**src/rtl/cmdport_pkg.sv**
```systemverilog
package cmdport_pkg;

  localparam int OP_W = 5;

  typedef enum logic [OP_W-1:0] {
    OP_GLOBAL_RST = 5'h00,
    OP_WIN_SEL    = 5'h01,
    OP_RX_OFF     = 5'h03,
    OP_RX_ON      = 5'h04,
    OP_RX_RST     = 5'h05,
    OP_TX_ON      = 5'h09,
    OP_TX_OFF     = 5'h0a,
    OP_TX_RST     = 5'h0b,
    OP_REQ_IRQ    = 5'h0c,
    OP_ACK        = 5'h0d,
    OP_SET_MASK   = 5'h0e,
    OP_SET_FILT   = 5'h10,
    OP_THR_RXE    = 5'h11,
    OP_THR_TXA    = 5'h12,
    OP_THR_TXS    = 5'h13
  } opcode_e;

  typedef struct packed {
    logic glob_rst;
    logic win_sel;
    logic rx_off;
    logic rx_on;
    logic rx_rst;
    logic tx_on;
    logic tx_off;
    logic tx_rst;
    logic req_irq;
    logic ack;
    logic set_mask;
    logic set_filt;
    logic thr_rxe;
    logic thr_txa;
    logic thr_txs;
  } cmd_dec_t;

  // event positions shared by status word, ack mask and interrupt mask
  localparam int EV_FAIL   = 1;
  localparam int EV_TXDONE = 2;
  localparam int EV_TXAV   = 3;
  localparam int EV_RXDONE = 4;
  localparam int EV_RXE    = 5;
  localparam int EV_REQ    = 6;
  localparam int EV_STATS  = 7;

endpackage

```
**src/rtl/cmdport_decode.sv**
```systemverilog
module cmdport_decode
  import cmdport_pkg::*;
#(
  parameter int ADDR_W   = 4,
  parameter int CMD_W    = 16,
  parameter int CMD_OFFS = 14
) (
  input  logic                    wr_en,
  input  logic [ADDR_W-1:0]       wr_addr,
  input  logic [CMD_W-1:0]        wr_data,
  output logic                    fire,
  output logic                    long_cmd,
  output cmd_dec_t                dec,
  output logic [CMD_W-OP_W-1:0]   arg
);
  localparam int ARG_W = CMD_W - OP_W;

  logic [OP_W-1:0] op;

  assign op   = wr_data[CMD_W-1 -: OP_W];
  assign arg  = wr_data[ARG_W-1:0];
  assign fire = wr_en && (wr_addr == ADDR_W'(CMD_OFFS));

  always_comb begin
    dec = '0;
    if (fire) begin
      case (op)
        OP_GLOBAL_RST: dec.glob_rst = 1'b1;
        OP_WIN_SEL:    dec.win_sel  = 1'b1;
        OP_RX_OFF:     dec.rx_off   = 1'b1;
        OP_RX_ON:      dec.rx_on    = 1'b1;
        OP_RX_RST:     dec.rx_rst   = 1'b1;
        OP_TX_ON:      dec.tx_on    = 1'b1;
        OP_TX_OFF:     dec.tx_off   = 1'b1;
        OP_TX_RST:     dec.tx_rst   = 1'b1;
        OP_REQ_IRQ:    dec.req_irq  = 1'b1;
        OP_ACK:        dec.ack      = 1'b1;
        OP_SET_MASK:   dec.set_mask = 1'b1;
        OP_SET_FILT:   dec.set_filt = 1'b1;
        OP_THR_RXE:    dec.thr_rxe  = 1'b1;
        OP_THR_TXA:    dec.thr_txa  = 1'b1;
        OP_THR_TXS:    dec.thr_txs  = 1'b1;
        default:       dec = '0;
      endcase
    end
  end

  assign long_cmd = dec.glob_rst | dec.rx_rst | dec.tx_rst;

  // at most one command strobe per write, and only on the command offset
  always_comb begin
    a_r1_one_hot_decode: assert ($onehot0(dec));
    if (!fire) a_r1_offset_gate: assert (dec == '0);
  end

endmodule

```
**src/rtl/cmdport_busy.sv**
```systemverilog
module cmdport_busy #(
  parameter int LONG_CYC = 4
) (
  input  logic clk,
  input  logic rst_n,
  input  logic fire,
  input  logic long_cmd,
  output logic busy
);
  localparam int CNT_W = $clog2(LONG_CYC + 1);

  logic [CNT_W-1:0] cnt_q;

  always_ff @(posedge clk or negedge rst_n) begin
    if (!rst_n)          cnt_q <= '0;
    else if (fire)       cnt_q <= long_cmd ? CNT_W'(LONG_CYC) : CNT_W'(1);
    else if (cnt_q != 0) cnt_q <= cnt_q - 1'b1;
  end

  assign busy = (cnt_q != '0);

  a_r11_busy_after_cmd: assert property (@(posedge clk) disable iff (!rst_n)
    fire |=> busy);
  a_r11_short_ends: assert property (@(posedge clk) disable iff (!rst_n)
    (fire && !long_cmd) ##1 !fire |=> !busy);
  a_r11_idle_stays: assert property (@(posedge clk) disable iff (!rst_n)
    (!busy && !fire) |=> !busy);

endmodule

```
**src/rtl/cmdport_cfg.sv**
```systemverilog
module cmdport_cfg
  import cmdport_pkg::*;
#(
  parameter int ARG_W  = 11,
  parameter int WIN_W  = 3,
  parameter int EVT_W  = 8,
  parameter int FILT_W = 4
) (
  input  logic              clk,
  input  logic              rst_n,
  input  cmd_dec_t          dec,
  input  logic [ARG_W-1:0]  arg,
  output logic [WIN_W-1:0]  win,
  output logic [EVT_W-1:0]  mask,
  output logic [FILT_W-1:0] filt,
  output logic [ARG_W-1:0]  thr_rxe,
  output logic [ARG_W-1:0]  thr_txa,
  output logic [ARG_W-1:0]  thr_txs,
  output logic              rx_en,
  output logic              tx_en,
  output logic              rx_rst,
  output logic              tx_rst
);

  always_ff @(posedge clk or negedge rst_n) begin
    if (!rst_n) begin
      win     <= '0;
      mask    <= '0;
      filt    <= '0;
      thr_rxe <= '0;
      thr_txa <= '0;
      thr_txs <= '0;
      rx_en   <= 1'b0;
      tx_en   <= 1'b0;
      rx_rst  <= 1'b0;
      tx_rst  <= 1'b0;
    end else begin
      rx_rst <= dec.rx_rst | dec.glob_rst;
      tx_rst <= dec.tx_rst | dec.glob_rst;
      if (dec.glob_rst) begin
        win     <= '0;
        mask    <= '0;
        filt    <= '0;
        thr_rxe <= '0;
        thr_txa <= '0;
        thr_txs <= '0;
        rx_en   <= 1'b0;
        tx_en   <= 1'b0;
      end else begin
        if (dec.win_sel)  win     <= arg[WIN_W-1:0];
        if (dec.set_mask) mask    <= arg[EVT_W-1:0];
        if (dec.set_filt) filt    <= arg[FILT_W-1:0];
        if (dec.thr_rxe)  thr_rxe <= arg;
        if (dec.thr_txa)  thr_txa <= arg;
        if (dec.thr_txs)  thr_txs <= arg;
        if (dec.rx_on)       rx_en <= 1'b1;
        else if (dec.rx_off) rx_en <= 1'b0;
        if (dec.tx_on)       tx_en <= 1'b1;
        else if (dec.tx_off) tx_en <= 1'b0;
      end
    end
  end

  a_r12_global_clears: assert property (@(posedge clk) disable iff (!rst_n)
    dec.glob_rst |=> (win == '0 && mask == '0 && filt == '0 && !rx_en && !tx_en
                      && thr_rxe == '0 && thr_txa == '0 && thr_txs == '0));
  a_r7_rx_on: assert property (@(posedge clk) disable iff (!rst_n)
    dec.rx_on |=> rx_en);
  a_r7_tx_off: assert property (@(posedge clk) disable iff (!rst_n)
    dec.tx_off |=> !tx_en);
  a_r8_rx_pulse_origin: assert property (@(posedge clk) disable iff (!rst_n)
    rx_rst |-> $past(dec.rx_rst || dec.glob_rst));
  a_r8_tx_pulse_origin: assert property (@(posedge clk) disable iff (!rst_n)
    tx_rst |-> $past(dec.tx_rst || dec.glob_rst));
  a_r2_window_hold: assert property (@(posedge clk) disable iff (!rst_n)
    (!dec.win_sel && !dec.glob_rst) |=> $stable(win));

endmodule

```
**src/rtl/cmdport_events.sv**
```systemverilog
module cmdport_events
  import cmdport_pkg::*;
#(
  parameter int EVT_W = 8
) (
  input  logic             clk,
  input  logic             rst_n,
  input  logic [EVT_W-1:0] evt_in,
  input  logic             req_irq,
  input  logic             ack,
  input  logic [EVT_W-1:0] ack_bits,
  input  logic             clr,
  input  logic             rxe_off,
  input  logic             txa_off,
  output logic [EVT_W-1:0] lat
);
  // positions that engines may set; bit 0 is the summary and bit 6 is host-only
  localparam logic [EVT_W-1:0] SRC_MASK =
    EVT_W'((1 << EV_FAIL) | (1 << EV_TXDONE) | (1 << EV_TXAV) |
           (1 << EV_RXDONE) | (1 << EV_RXE) | (1 << EV_STATS));
  localparam logic [EVT_W-1:0] LAT_MASK = ~EVT_W'(1);

  logic [EVT_W-1:0] set_v, clr_v;

  always_comb begin
    set_v = evt_in & SRC_MASK;
    if (rxe_off) set_v[EV_RXE]  = 1'b0;
    if (txa_off) set_v[EV_TXAV] = 1'b0;
    if (req_irq) set_v[EV_REQ]  = 1'b1;
    clr_v = ack ? ack_bits : '0;
  end

  always_ff @(posedge clk or negedge rst_n) begin
    if (!rst_n)   lat <= '0;
    else if (clr) lat <= '0;
    else          lat <= ((lat & ~clr_v) | set_v) & LAT_MASK;
  end

  a_r3_hold: assert property (@(posedge clk) disable iff (!rst_n)
    (!clr && !ack && !req_irq && (evt_in & SRC_MASK) == '0) |=> $stable(lat));
  a_r4_ack_clears: assert property (@(posedge clk) disable iff (!rst_n)
    (ack && !clr) |=> ((lat & $past(ack_bits & ~set_v) & LAT_MASK) == '0));
  a_r4_set_wins: assert property (@(posedge clk) disable iff (!rst_n)
    (!clr && (set_v & LAT_MASK) != '0) |=> ((lat & $past(set_v & LAT_MASK)) == $past(set_v & LAT_MASK)));
  a_r10_rxe_blocked: assert property (@(posedge clk) disable iff (!rst_n)
    (rxe_off && !lat[EV_RXE]) |=> !lat[EV_RXE]);
  a_r6_req_sets: assert property (@(posedge clk) disable iff (!rst_n)
    (req_irq && !clr) |=> lat[EV_REQ]);
  a_r12_clear_all: assert property (@(posedge clk) disable iff (!rst_n)
    clr |=> (lat == '0));

endmodule

```
**src/rtl/cmdport_top.sv**
```systemverilog
module cmdport_top
  import cmdport_pkg::*;
#(
  parameter int ADDR_W   = 4,
  parameter int CMD_W    = 16,
  parameter int WIN_W    = 3,
  parameter int EVT_W    = 8,
  parameter int FILT_W   = 4,
  parameter int CMD_OFFS = 14,
  parameter int WIN_OFFS = 15,
  parameter int LONG_CYC = 4
) (
  input  logic                       clk,
  input  logic                       rst_n,
  input  logic                       wr_en,
  input  logic [ADDR_W-1:0]          wr_addr,
  input  logic [CMD_W-1:0]           wr_data,
  input  logic [ADDR_W-1:0]          rd_addr,
  output logic [CMD_W-1:0]           rd_data,
  input  logic [EVT_W-1:0]           evt_in,
  output logic                       irq,
  output logic                       rx_en,
  output logic                       tx_en,
  output logic                       rx_rst,
  output logic                       tx_rst,
  output logic [FILT_W-1:0]          rx_filter,
  output logic [CMD_W-OP_W-1:0]      rx_early_thr,
  output logic [CMD_W-OP_W-1:0]      tx_avail_thr,
  output logic [CMD_W-OP_W-1:0]      tx_start_thr
);
  localparam int ARG_W   = CMD_W - OP_W;
  localparam int BUSY_B  = CMD_W - WIN_W - 1;
  localparam int GAP_W   = BUSY_B - EVT_W;
  localparam logic [ARG_W-1:0] THR_OFF = '1;

  logic              fire, long_cmd, busy;
  cmd_dec_t          dec;
  logic [ARG_W-1:0]  arg;
  logic [WIN_W-1:0]  win;
  logic [EVT_W-1:0]  mask, lat;
  logic [CMD_W-1:0]  status;

  cmdport_decode #(
    .ADDR_W(ADDR_W), .CMD_W(CMD_W), .CMD_OFFS(CMD_OFFS)
  ) u_decode (
    .wr_en(wr_en), .wr_addr(wr_addr), .wr_data(wr_data),
    .fire(fire), .long_cmd(long_cmd), .dec(dec), .arg(arg)
  );

  cmdport_busy #(.LONG_CYC(LONG_CYC)) u_busy (
    .clk(clk), .rst_n(rst_n), .fire(fire), .long_cmd(long_cmd), .busy(busy)
  );

  cmdport_cfg #(
    .ARG_W(ARG_W), .WIN_W(WIN_W), .EVT_W(EVT_W), .FILT_W(FILT_W)
  ) u_cfg (
    .clk(clk), .rst_n(rst_n), .dec(dec), .arg(arg),
    .win(win), .mask(mask), .filt(rx_filter),
    .thr_rxe(rx_early_thr), .thr_txa(tx_avail_thr), .thr_txs(tx_start_thr),
    .rx_en(rx_en), .tx_en(tx_en), .rx_rst(rx_rst), .tx_rst(tx_rst)
  );

  cmdport_events #(.EVT_W(EVT_W)) u_events (
    .clk(clk), .rst_n(rst_n), .evt_in(evt_in),
    .req_irq(dec.req_irq), .ack(dec.ack), .ack_bits(arg[EVT_W-1:0]),
    .clr(dec.glob_rst),
    .rxe_off(rx_early_thr == THR_OFF), .txa_off(tx_avail_thr == THR_OFF),
    .lat(lat)
  );

  // lat[0] is held at 0 by the latch stage, so it never contributes
  assign irq = |(lat & mask);

  always_comb begin
    status = '0;
    status[CMD_W-1 -: WIN_W] = win;
    status[BUSY_B]           = busy;
    status[EVT_W-1:1]        = lat[EVT_W-1:1];
    status[0]                = irq;
  end

  always_comb begin
    if (rd_addr == ADDR_W'(CMD_OFFS))      rd_data = status;
    else if (rd_addr == ADDR_W'(WIN_OFFS)) rd_data = CMD_W'(win);
    else                                   rd_data = '0;
  end

  a_r5_irq_needs_mask: assert property (@(posedge clk) disable iff (!rst_n)
    irq |-> (mask != '0 && lat != '0));
  a_r13_gap_zero: assert property (@(posedge clk) disable iff (!rst_n)
    status[BUSY_B-1 -: GAP_W] == '0);
  a_r10_txa_blocked: assert property (@(posedge clk) disable iff (!rst_n)
    (tx_avail_thr == THR_OFF && !lat[EV_TXAV]) |=> !lat[EV_TXAV]);

endmodule

```
**config.mk**
```make
export PLATFORM = sky130hd
export DESIGN_NAME = cmdport_top
export DESIGN_NICKNAME = d
export VERILOG_FILES = /design/src/rtl/cmdport_pkg.sv /design/src/rtl/cmdport_decode.sv /design/src/rtl/cmdport_busy.sv /design/src/rtl/cmdport_cfg.sv /design/src/rtl/cmdport_events.sv /design/src/rtl/cmdport_top.sv
export SDC_FILE = /design/constraint.sdc
export NUM_CORES = 1
export LEC_CHECK = 0
export ABC_CLOCK_PERIOD_IN_PS = 1400
export BUFFER_PORTS_ARGS = -buffer_cell sky130_fd_sc_hd__buf_4
export CORE_MARGIN = 2
export CORE_UTILIZATION = 51
export CTS_BUF_LIST = sky130_fd_sc_hd__clkbuf_16
export DETAILED_ROUTE_END_ITERATION = 6
export PLACE_DENSITY = 0.86
export SYNTH_ARGS = -nofsm -noshare
export SYNTH_HDL_FRONTEND = slang
export SYNTH_SLANG_ARGS = --single-unit
```
**constraint.sdc**
```tcl
create_clock -name clk -period 1.4 [get_ports clk]
set_input_delay 0.07 -clock clk [delete_from_list [all_inputs] [get_ports clk]]
set_output_delay 0.07 -clock clk [all_outputs]
set_load 0.02 [all_outputs]
```
; ---- Word-level counts from Yosys, hierarchy flattened
; Index checks and enable logic that the tools add are counted.
; Widths: inputs -> output; s select.
[word_totals]
word_cells = 96
inputBits = 35
register_bits = 63
[classes]
n_mux = 44
eq_ne = 19
reduce_logical = 13
addsub = 1
bitwise_logic = 7
[ops]
columns = op, count
row1 = $mux 11, 6
row2 = $mux 8, 4
row3 = $eq 5x4->1 const B, 6
row4 = $mux 1, 24
row5 = $eq 11x11->1 const B, 2
row6 = $eq 5x5->1 const B, 4
row7 = $mux 3, 6
row8 = $and 8x8->8, 2
row9 = $mux 16, 1
row10 = $mux 15, 1
row11 = $reduce_bool 2->1, 7
row12 = $eq 4x4->1 const B, 3
row13 = $eq 5x3->1 const B, 2
row14 = $reduce_bool 3->1, 3
row15 = $mux 4, 2
row16 = $not 8->8, 1
row17 = $or 8x8->8, 1
row18 = $reduce_or 8->1, 1
row19 = $eq 5x1->1 const B, 1
row20 = $eq 5x2->1 const B, 1
row21 = $logic_not 5->1, 1
row22 = $or 1x1->1, 3
row23 = $sub 3x1->3 const B, 1
row24 = $logic_and 1x1->1, 1

; ---- Logic depth before layout (Yosys ltp)
[depth]
ltp_word = 8
depth_mapped = 6
mapped_depth_nobuf = 5

; ---- Modules after synthesis
; Synthesis repeated with hierarchy kept, for this count alone.
[hier_totals]
hier_cells = 296
area_unflattened_um2 = 3131.8
[modules_own_cells]
columns = mod, cells_per_inst, n_inst, seq_area_each_um2, area_per_inst_um2
row1 = cmdport_cfg, 167, 1, 1301.2, 2080.7
row2 = cmdport_events, 30, 1, 175.2, 314.1
row3 = cmdport_decode, 46, 1, 0.0, 299.0
row4 = cmdport_top, 35, 1, 0.0, 255.2
row5 = cmdport_busy, 18, 1, 75.1, 182.7

; ---- Worst setup path after synthesis
; Ideal clock, no wire load.
[synth_path]
path_kind = reg-to-output
startpoint = register u_cfg.mask[5]
endpoint = output rd_data[0]
path_stages_with_launch = 5
arrival_time_ps = 1226
n_path_buf = 0
setup_slack_ps = 104
path_cell_list = dfrtp_1 > a222oi_1 > nand3_1 > mux2i_1 > nor2_1
[synth_between]
elab_chain_cells = 3
[synth_rtl]
columns = element, line_no
row1 = "start, declared", cmdport_cfg.sv:14  ; output logic [EVT_W-1:0] mask,
row2 = "start signal, assigned", cmdport_cfg.sv:51  ; if (dec.set_mask) mask <= arg[EVT_W-1:0];
row3 = $and 8x8->8, cmdport_top.sv:72  ; assign irq = |(lat & mask);
row4 = $reduce_or 8->1, cmdport_top.sv:72
row5 = named net irq, cmdport_top.sv:21  ; output logic irq,
row6 = $mux 16, cmdport_top.sv:83  ; if (rd_addr == ADDR_W'(CMD_OFFS)) rd_data = status;
row7 = "end, declared", cmdport_top.sv:19  ; output logic [CMD_W-1:0] rd_data,
; The timed path passes the listed nets, and every way through them passes these cells.

; ---- Final worst setup path
[layout_path]
startpoint = register u_events.lat[5]
endpoint = output rd_data[0]
[layout_between]
elab_chain_cells = 3
[layout_rtl]
columns = element, line_no
row1 = "start, declared", cmdport_events.sv:15  ; output logic [EVT_W-1:0] lat
row2 = "start signal, assigned", cmdport_events.sv:36  ; else lat <= ((lat & ~clr_v) | set_v) & LAT_MASK;
row3 = $and 8x8->8, cmdport_top.sv:72
row4 = $reduce_or 8->1, cmdport_top.sv:72
row5 = $mux 16, cmdport_top.sv:83
; No other way between the ends.

==> impl_metrics.sql <==
INSERT INTO impl_metrics (metric_group, metric, value, unit) VALUES
('detailed_routing', 'detail_route.vias_per_cell', '5.595', ''),
('outcome', 'run_status', 'finished, violations left', ''),
('final_layout', 'layout.filler_cells', '414', ''),
('detailed_routing', 'drt-wirelength-per-cell', '17.98', 'um'),
('setup_path', 'worst_ep_required_time', '1.33', 'ns'),
('pwr', 'vdd_ir_drop_max', '0.0007096', 'V'),
('outcome', 'violations_in_the_final_reports', 'negative setup slack', ''),
('sta', 'period_minus_slack', '1.727', 'ns'),
('cts', 'clock_path_buffers', '2', ''),
('final_layout', 'register_area', '1526', 'um^2'),
('sta', 'finalCritPeriodShare', '1.234', ''),
('synthesis', 'most_used_flip_flop_cell_after_synthesis', 'sky130_fd_sc_hd__dfrtp_1', ''),
('synthesis', 'synth_top_cell_by_area', 'sky130_fd_sc_hd__dfrtp_1', ''),
('floorplan', 'fp.coreArea', '5851', 'um^2'),
('pwr', 'leakagePower', '2.313', 'nW'),
('global_routing', 'grt-ovfl-total', '0', ''),
('placed_design', 'place_ws', '0.05565', 'ns'),
('synthesis', 'synth.cells.most_frequent', 'sky130_fd_sc_hd__dfrtp_1 (61), sky130_fd_sc_hd__nor2_1 (43), sky130_fd_sc_hd__mux2i_1 (34)', ''),
('sta', 'postLayoutSetupSlackWorst', '-0.3271', 'ns'),
('floorplan', 'die-width', '81.13', 'um'),
('run', 'maxCapViolations', '0', ''),
('detailed_routing', 'detail_route.iter0.violations', '147', ''),
('floorplan', 'die_area', '6582', 'um^2'),
('detailed_routing', 'ant_nets', '0', ''),
('detailed_routing', 'detail_route.first_pass.iterations', '4', ''),
('pwr', 'power.density', '1154', 'nW/um^2'),
('global_routing', 'antenna_found_initial', '0', ''),
('setup_path', 'slowest_stage_delay_cp', '0.40', 'ns'),
('cts', 'cts.clk_slew.worst_paths', '0.05', 'ns'),
('placed_design', 'dp_hpwl', '5616', 'um'),
('cts', 'tritoncts', 'done', ''),
('final_layout', 'post_route_cells_drive_above_1_share', '0.3776', ''),
('worst_hold_path', 'whs_endpoint', 'u_cfg.thr_txs[10]', ''),
('sta', 'worst_pin_slew', '0.5622', 'ns'),
('floorplan', 'dieHeight', '81.13', 'um'),
('sta', 'maxSlewViolCount', '0', ''),
('synthesis', 'ys_warn_count', '0', ''),
('final_layout', 'utilization', '0.7119', ''),
('cts', 'cts-buffers-inserted', '9', ''),
('worst_hold_path', 'hold_path_startpoint', 'wr_data[10]', ''),
('setup_path', 'crit-reg2reg-launch', 'u_busy.cnt_q[0]', ''),
('cts', 'ctsRootBufferMaster', 'sky130_fd_sc_hd__clkbuf_16', ''),
('final_layout', 'layout-area-overhead-vs-synth', '37.28', '%'),
('setup_path', 'endpoint_kind', 'primary output', ''),
('synthesis', 'synth_top_area_share', '0.5031', ''),
('placed_design', 'detailed_place.area', '3767', 'um^2'),
('sta', 'post_route_hold_slack', '0.004007', 'ns'),
('sta', 'finalSetupViolations', '2', ''),
('setup_path', 'reg2reg_depth', '5', ''),
('setup_path', 'critPathMaxFanout', '2', ''),
('cts', 'clock_sink_count', '61', ''),
('final_layout', 'insertedDiodeCount', '0', ''),
('worst_hold_path', 'timing.hold.worst.class', 'in2reg', ''),
('placed_design', 'io_buffer_count', '86', ''),
('setup_path', 'worst_ep_arrival_time', '1.66', 'ns'),
('global_routing', 'first_global_vias', '2545', ''),
('floorplan', 'io_pins', '93', ''),
('floorplan', 'start_util', '0.5186', ''),
('setup_path', 'critical_path.slowest_cell', 'sky130_fd_sc_hd__a222oi_1', ''),
('floorplan', 'num_rows', '28', ''),
('global_routing', 'pin_count_of_the_biggest_net_entering_global_routing', '34', ''),
('sta', 'finalHoldViolCount', '0', ''),
('sta', 'setup_skew', '0.006290', 'ns'),
('synthesis', 'netlist-cell-type-count', '52', ''),
('detailed_routing', 'routed_wl', '8255', 'um'),
('placed_design', 'globalplace.congestion', '0.8844', ''),
('synthesis', 'synthArstFlopShare', '1.000', ''),
('placed_design', 'place_inst', '433', ''),
('synthesis', 'synth.area.top_cells', 'sky130_fd_sc_hd__dfrtp_1 (50%), sky130_fd_sc_hd__mux2i_1 (11%), sky130_fd_sc_hd__nor2_1 (5.3%)', ''),
('setup_path', 'r2r-end', 'u_busy.cnt_q[2]', ''),
('detailed_routing', 'via_count', '2568', '');
worst max path at each step:
stage | startpoint | to | depth (start not counted)
after floorplan | u_cfg.mask[5] | rd_data[0] | 4
after global placement | u_events.lat[7] | rd_data[0] | 5
after detailed placement | wr_addr[0] | u_cfg.thr_txs[8] | 5
after CTS | u_events.lat[5] | rd_data[0] | 5
after global routing | u_events.lat[5] | rd_data[0] | 5
final | u_events.lat[5] | rd_data[0] | 5
through the flow:
step	TNS [ns]	total power, mW
6_report	-0.5826	4.808
5_1_grt	-0.7467	4.963
4_1_cts	-0.5462	4.662
3_5_place_dp	0	2.549
3_3_place_gp	0	2.520
2_1_floorplan	0	2.285
worst max-delay path, delay by kind of cell (launching register included):
family                 cells  cell delay [ns]
AOI/OAI and AO/OA          1             0.40
buffers and inverters      1             0.15
DFF                        1             0.37
muxes                      1             0.16
and+or+nand+nor            2             0.24
per-layer routing:
| metal | global-route usage | wire length [um] | up-vias |
|---|---|---|---|
| li1 | - | - | 1172 |
| met1 | 0.3189 | 3386 | 1254 |
| met2 | 0.4331 | 4110 | 114 |
| met3 | 0.04778 | 487 | 28 |
| met4 | 0.1644 | 269 | 0 |
| met5 | 0 | 0 | - |
where the power goes:
| part | switching (mW) | internal [mW] | leakage [nW] |
|---|---|---|---|
| registers | 0.0684 | 1.85 | 0.800 |
| clock network | 0.742 | 1.34 | 0.136 |
| logic | 0.402 | 0.397 | 1.38 |
| total | 1.21 | 3.60 | 2.31 |
flip-flops by register name, indices dropped and copies added (netlist names):
signal	count
u_cfg.thr_rxe	11
u_cfg.thr_txa	11
u_cfg.thr_txs	11
u_cfg.mask	7
u_events.lat	7
u_cfg.filt	4
u_busy.cnt_q	3
u_cfg.win	3
u_cfg.rx_en	1
u_cfg.rx_rst	1
u_cfg.tx_en	1
u_cfg.tx_rst	1
repair_timing:
action / in CTS / in global routing
resized for setup: 2 / 5
hold endpoints to repair: 33 / 0
gates cloned: 0 / 0
pin swaps: 2 / 2
endpoints found under the setup margin: 3 / 3
setup buffers: 5 / 3
hold buffers: 3 / 0
logic make-up after synthesis:
kind of cell | count (synthesis) | share of synthesized area
AND/OR/NAND/NOR | 107 | 0.1959
flip-flops | 61 | 0.5031
AO/OA/AOI/OAI | 43 | 0.1089
multiplexers | 34 | 0.1122
buffers and inverters | 26 | 0.06474
adder cells (fa/ha/maj) | 2 | 0.008246
XOR/XNOR | 2 | 0.005774
other | 1 | 0.001236
placed cells by master, fill, tap and decap left out, types with 4 or more instances in the layout:
master                      count
sky130_fd_sc_hd__inv_1          5
sky130_fd_sc_hd__buf_4         99
sky130_fd_sc_hd__o21ai_0        9
sky130_fd_sc_hd__buf_12         5
sky130_fd_sc_hd__a22o_2         9
sky130_fd_sc_hd__and2_1         9
sky130_fd_sc_hd__conb_1         4
sky130_fd_sc_hd__clkbuf_16      9
sky130_fd_sc_hd__a311oi_1       4
sky130_fd_sc_hd__dfrtp_1       61
sky130_fd_sc_hd__nand4_1        6
sky130_fd_sc_hd__nand2_1       16
sky130_fd_sc_hd__nand3_1        9
sky130_fd_sc_hd__o31ai_1        5
sky130_fd_sc_hd__nor2_1        43
sky130_fd_sc_hd__mux2i_1       34
area by class of cell:
type | instances | share of cell area
clock inverter | 6 | 0.01322
tap | 75 | 0.02253
clock buffer | 9 | 0.05407
sequential | 61 | 0.3665
multi-input combinational | 192 | 0.3223
inverter | 7 | 0.006308
timing repair buffer | 109 | 0.2151
Note: power is estimated with default switching activity, not from simulation.
